===== src/rtl/pinctl_pkg.sv =====
package pinctl_pkg;
  localparam int WORD_W = 32;
  localparam int HALF_W = 16;

  typedef enum logic [2:0] {
    K_NONE, K_MASK_LO, K_MASK_HI, K_LEVEL, K_SAMPLE, K_DIR, K_ENABLE
  } reg_kind_e;

  // Bits that exist in bank b; the narrow bank keeps only its low pins.
  function automatic logic [WORD_W-1:0] bank_valid(int b, int narrow_bank, int narrow_pins);
    logic [WORD_W-1:0] m;
    m = '1;
    if (b == narrow_bank) m = (WORD_W'(1) << narrow_pins) - WORD_W'(1);
    return m;
  endfunction
endpackage


===== src/rtl/pinctl_decode.sv =====
module pinctl_decode
  import pinctl_pkg::*;
#(
  parameter int NUM_BANKS = 4,
  parameter int ADDR_W    = 12,
  parameter int BANK_IW   = 2
) (
  input  logic [ADDR_W-1:0]  addr,
  output reg_kind_e          kind,
  output logic [BANK_IW-1:0] bank
);
  always_comb begin
    kind = K_NONE;
    bank = '0;
    for (int b = 0; b < NUM_BANKS; b++) begin
      if (addr == ADDR_W'(8*b))               begin kind = K_MASK_LO; bank = BANK_IW'(b); end
      if (addr == ADDR_W'(8*b + 4))           begin kind = K_MASK_HI; bank = BANK_IW'(b); end
      if (addr == ADDR_W'(32'h40 + 4*b))      begin kind = K_LEVEL;   bank = BANK_IW'(b); end
      if (addr == ADDR_W'(32'h60 + 4*b))      begin kind = K_SAMPLE;  bank = BANK_IW'(b); end
      if (addr == ADDR_W'(32'h204 + 'h40*b))  begin kind = K_DIR;     bank = BANK_IW'(b); end
      if (addr == ADDR_W'(32'h208 + 'h40*b))  begin kind = K_ENABLE;  bank = BANK_IW'(b); end
    end
  end
endmodule


===== src/rtl/pinctl_sync.sv =====
module pinctl_sync #(
  parameter int W = 128
) (
  input  logic         clk,
  input  logic         rst,
  input  logic [W-1:0] d,
  output logic [W-1:0] q
);
  logic [W-1:0] meta;
  always_ff @(posedge clk) begin
    if (rst) begin
      meta <= '0;
      q    <= '0;
    end else begin
      meta <= d;
      q    <= meta;
    end
  end
endmodule


===== src/rtl/pinctl_bank.sv =====
module pinctl_bank
  import pinctl_pkg::*;
#(
  parameter logic [31:0] VALID = 32'hFFFF_FFFF
) (
  input  logic        clk,
  input  logic        rst,
  input  logic        we,
  input  reg_kind_e   kind,
  input  logic [31:0] wdata,
  output logic [31:0] level_q,
  output logic [31:0] dir_q,
  output logic [31:0] ena_q,
  output logic [31:0] drive_q
);
  logic [31:0] level_d, dir_d, ena_d;
  logic [HALF_W-1:0] keep, val;

  assign keep = wdata[WORD_W-1:HALF_W];
  assign val  = wdata[HALF_W-1:0];

  always_comb begin
    level_d = level_q;
    dir_d   = dir_q;
    ena_d   = ena_q;
    if (we) begin
      case (kind)
        K_MASK_LO: level_d[HALF_W-1:0] = (level_q[HALF_W-1:0] & keep) | (val & ~keep);
        K_MASK_HI: level_d[WORD_W-1:HALF_W] = (level_q[WORD_W-1:HALF_W] & keep) | (val & ~keep);
        K_LEVEL:   level_d = wdata;
        K_DIR:     dir_d   = wdata;
        K_ENABLE:  ena_d   = wdata;
        default:   ;
      endcase
    end
    level_d = level_d & VALID;
    dir_d   = dir_d & VALID;
    ena_d   = ena_d & VALID;
  end

  always_ff @(posedge clk) begin
    if (rst) begin
      level_q <= '0;
      dir_q   <= '0;
      ena_q   <= '0;
      drive_q <= '0;
    end else begin
      level_q <= level_d;
      dir_q   <= dir_d;
      ena_q   <= ena_d;
      drive_q <= dir_d & ena_d;
    end
  end
endmodule


===== src/rtl/banked_pin_ctrl.sv =====
module banked_pin_ctrl
  import pinctl_pkg::*;
#(
  parameter int NUM_BANKS   = 4,
  parameter int ADDR_W      = 12,
  parameter int NARROW_BANK = 1,
  parameter int NARROW_PINS = 22
) (
  input  logic                          clk,
  input  logic                          rst,
  input  logic                          bus_wr,
  input  logic                          bus_rd,
  input  logic [ADDR_W-1:0]             bus_addr,
  input  logic [WORD_W-1:0]             bus_wdata,
  output logic [WORD_W-1:0]             bus_rdata,
  output logic [NUM_BANKS*WORD_W-1:0]   pin_out,
  output logic [NUM_BANKS*WORD_W-1:0]   pin_oe,
  input  logic [NUM_BANKS*WORD_W-1:0]   pin_in
);
  localparam int PINS    = NUM_BANKS * WORD_W;
  localparam int BANK_IW = (NUM_BANKS > 1) ? $clog2(NUM_BANKS) : 1;

  reg_kind_e          kind;
  logic [BANK_IW-1:0] bank;
  logic [PINS-1:0]    sampled;

  logic [WORD_W-1:0] level_a  [NUM_BANKS];
  logic [WORD_W-1:0] dir_a    [NUM_BANKS];
  logic [WORD_W-1:0] ena_a    [NUM_BANKS];
  logic [WORD_W-1:0] sample_a [NUM_BANKS];

  pinctl_decode #(.NUM_BANKS(NUM_BANKS), .ADDR_W(ADDR_W), .BANK_IW(BANK_IW)) u_dec (
    .addr(bus_addr), .kind(kind), .bank(bank)
  );

  pinctl_sync #(.W(PINS)) u_sync (.clk(clk), .rst(rst), .d(pin_in), .q(sampled));

  for (genvar b = 0; b < NUM_BANKS; b++) begin : g_bank
    localparam logic [WORD_W-1:0] VMASK = bank_valid(b, NARROW_BANK, NARROW_PINS);
    logic [WORD_W-1:0] drive;

    pinctl_bank #(.VALID(VMASK)) u_bank (
      .clk(clk), .rst(rst),
      .we(bus_wr && (bank == BANK_IW'(b))),
      .kind(kind), .wdata(bus_wdata),
      .level_q(level_a[b]), .dir_q(dir_a[b]), .ena_q(ena_a[b]), .drive_q(drive)
    );

    assign sample_a[b] = sampled[b*WORD_W +: WORD_W] & VMASK;
    assign pin_out[b*WORD_W +: WORD_W] = level_a[b];
    assign pin_oe[b*WORD_W +: WORD_W]  = drive;
  end

  always_ff @(posedge clk) begin
    if (rst || !bus_rd) begin
      bus_rdata <= '0;
    end else begin
      case (kind)
        K_LEVEL:  bus_rdata <= level_a[bank];
        K_SAMPLE: bus_rdata <= sample_a[bank];
        K_DIR:    bus_rdata <= dir_a[bank];
        K_ENABLE: bus_rdata <= ena_a[bank];
        default:  bus_rdata <= '0;
      endcase
    end
  end
endmodule


===== config.mk =====
export PLATFORM = sky130hd
export DESIGN_NAME = banked_pin_ctrl
export DESIGN_NICKNAME = d
export VERILOG_FILES = /design/src/rtl/pinctl_pkg.sv /design/src/rtl/pinctl_decode.sv /design/src/rtl/pinctl_sync.sv /design/src/rtl/pinctl_bank.sv /design/src/rtl/banked_pin_ctrl.sv
export SDC_FILE = /design/constraint.sdc
export NUM_CORES = 1
export LEC_CHECK = 0
export ABC_AREA = 1
export BUFFER_PORTS_ARGS = -buffer_cell sky130_fd_sc_hd__buf_2
export CAP_MARGIN = 20
export CELL_PAD_IN_SITES_DETAIL_PLACEMENT = 1
export CELL_PAD_IN_SITES_GLOBAL_PLACEMENT = 1
export CORE_UTILIZATION = 28
export CTS_BUF_LIST = sky130_fd_sc_hd__clkbuf_8
export CTS_CLUSTER_SIZE = 16
export DETAILED_ROUTE_END_ITERATION = 6
export GPL_TIMING_DRIVEN = 0
export HOLD_SLACK_MARGIN = 0.05
export PLACE_DENSITY = 0.56
export SYNTH_ARGS = -nofsm -noshare
export SYNTH_HDL_FRONTEND = slang
export SYNTH_HIERARCHICAL = 1
export SYNTH_SLANG_ARGS = --single-unit

===== constraint.sdc =====
create_clock -name clk -period 4 [get_ports clk]
set_input_delay 0.2 -clock clk [delete_from_list [all_inputs] [get_ports clk]]
set_output_delay 0.2 -clock clk [all_outputs]
set_load 0.02 [all_outputs]

==> impl_metrics.py <==
metrics = {
    "status": {
        "status": "finished, final reports clean",
    },
    "worst_setup_path": {
        "critical_path.max_fanout": 10,
        "worstPathArrival_ns": 4.63,
        "worst_setup_path_start_kind": "input pin",
        "cp-end-kind": "flop",
        "worstPathRequired_ns": 4.78,
        "critical_path_class": "input pin to flop",
    },
    "run": {
        "maxCapViolations": 0,
    },
    "synthesis": {
        "synthCells": 4914,
        "syn_avg_cell_area_um2": 6.549,
        "ys_warn_count": 6,
        "syn_area_um2": 32180,
    },
    "die": {
        "core_area_um2": 114200,
        "fp-row-count": 124,
        "initial_core_util_pct": 28.18,
        "ios": 464,
        "die-area_um2": 116300,
        "die_h_um": 341.0,
        "dieWidth_um": 341.0,
    },
    "hold_path": {
        "min_path_type": "input pin to flop",
    },
    "cts": {
        "htreeDepth": 4,
        "cts_buffers": 140,
        "post_cts_buffers": 0,
        "clkSinkCount": 740,
        "cts_tree": "built",
        "worst_skew_pair.late_latency_ns": 0.85,
        "clk_path_buf_depth": 3,
        "cts_root_buf": "clkbuf_8",
        "path_clk_slew_ns": 0.06,
    },
    "routing": {
        "drtIter0Drc": 2435,
        "drt-vias-per-instance": 4.581,
        "detail_route.wirelength_mm": 167.8,
        "wl_per_cell_um": 22.69,
        "drc": 0,
        "detail_route.first_pass.iterations": 5,
        "final_antenna_net_count": 0,
        "via_count": 33867,
    },
    "sta": {
        "max_freq_mhz": 260.1,
        "finClkSkew_ns": 0.04883,
        "relSlewSlack_pct": 38.75,
        "rsz0062_at_grt": "no",
        "hold_viol": 0,
        "finalCriticalPeriod_ns": 3.844,
        "tightest_slew_ns": 0.9187,
        "maxSlewViolCount": 0,
        "setup_viol_count_final": 0,
        "fin_crit_sh_pct": 96.11,
    },
    "power": {
        "combPwrFrac_pct": 5.8,
        "p_switching_mw": 4.196,
        "pwr-share-clk_pct": 49.1,
        "powerDensity_nw_per_um2": 397.5,
        "sw_frac_of_total_pct": 25.21,
        "p_int_mw": 12.45,
        "total_power_mw": 16.64,
        "leakagePower_nw": 22.75,
        "vdd_drop_max_mv": 0.2834,
        "seq_power_share_pct": 45.2,
    },
    "global_routing": {
        "grt_pass1_vias": 34381,
        "grt_pass1_wl_mm": 235.9,
        "grt_antenna_before_repair": 17,
        "overflow": 0,
        "track_usage_pct": 28.50,
        "grt_max_degree": 20,
    },
    "placement": {
        "dp_hpwl_mm": 128.8,
        "portBuffers": 433,
        "globalplace.congestion": 0.9374,
        "place_area_um2": 36440,
    },
    "cells_and_area": {
        "post-route-cell-area_um2": 41870,
        "multiInputGateArea_um2": 13240,
        "nFillCells": 14844,
        "syn2layout_area_growth_pct": 30.10,
        "fin_nets": 5938,
        "regArea_um2": 14810,
        "layout-drive-gt1-share_pct": 15.38,
    },
}
==> stage by stage <==
step | setup WS (ns) | setup TNS, ns | std cells | hold slack [ns] | util (%)
floorplan | 1.171 | 0 | 4953 | 0.2724 | -
global placement | -0.7252 | -93.75 | 6898 | 0.3921 | 31.87
detailed placement | -0.6511 | -43.01 | 6901 | 0.3957 | 31.91
CTS | 0.08361 | 0 | 7388 | 0.05002 | 36.65
global route | 0.01138 | 0 | 7392 | 0.1094 | 36.66
finish | 0.1555 | 0 | 7393 | 0.1345 | 36.67
==> worst paths after layout <==
| check | from | to | slack [ns] | depth (start not counted) |
|---|---|---|---|---|
| max | bus_addr[11] | flop | 0.16 | 20 |
| min | pin_in[111] | u_sync/meta[111] | 0.13 | 4 |
| max reg2reg | flop | bus_rdata[29] | 2.31 | 8 |
| min reg2reg | u_sync/meta[114] | u_sync/q[114] | 0.37 | 2 |
==> area by class of cell <==
| cell class | instances | share of cell area (%) |
|---|---|---|
| clock inverters | 79 | 1.578 |
| clock buffers | 177 | 5.818 |
| well taps | 1512 | 4.518 |
| repair buffers | 667 | 10.81 |
| plain buffers | 292 | 3.972 |
| multi-input cells | 3222 | 31.62 |
| diodes | 5 | 0.02988 |
| flip-flops and latches | 740 | 35.38 |
| inverters | 699 | 6.273 |
==> routing by layer <==
metal,GRT usage (%),share of wire [%]
met1,35.13,42
met2,48.92,48
met3,3.933,5.3
met4,13.28,4.8
met5,0,0.010
==> what timing repair did <==
action / CTS / global route
hold buffers: 231 / 0
setup endpoints to repair: 0 / 2
hold endpoints to repair: 421 / 0
resized for setup: 0 / 2
==> worst max-delay path: stages <==
cell           delay, ns
buf_2               0.11
nor2_4              0.13
inv_1               0.05
nor2_1              0.18
nand3_1             0.19
a21oi_1             0.27
nor4_2              0.09
nand3_1             0.20
buf_2               0.28
buf_2               0.33
buf_2               0.30
nor3_2              0.12
nand2_2             0.22
clkbuf_1            0.45
nor3_1              0.09
nand2_1             0.08
dlygate4sd3_1       0.54
nand2_1             0.05
nor2_1              0.14
dlygate4sd3_1       0.56
==> power groups by stage <==
stage | registers, mW | logic [mW] | clock network, mW
final | 7.52 | 0.961 | 8.17
after floorplan | 7.66 | 0.367 | 0
after global routing | 7.52 | 1.03 | 8.73
after detailed placement | 7.68 | 0.773 | 0
after CTS | 7.52 | 0.935 | 8.39
after global placement | 7.68 | 0.769 | 0
==> cell usage in the layout, fill, tap and decap left out, types with 6 or more instances in the layout <==
cell / n
buf_1: 30
inv_1: 719
nor2_1: 680
buf_4: 111
nand3b_1: 54
bufinv_16: 9
conb_1: 40
nand2_2: 8
clkbuf_1: 61
o21ai_0: 77
dlygate4sd3_1: 231
clkinv_2: 16
buf_6: 6
clkbuf_8: 177
nand3_1: 276
nor3_1: 60
dfxtp_1: 740
a21oi_1: 120
inv_2: 17
buf_2: 517
nand2_1: 1831
nand4_1: 7
o21ai_1: 42
Power figures use the tool's default switching activity.
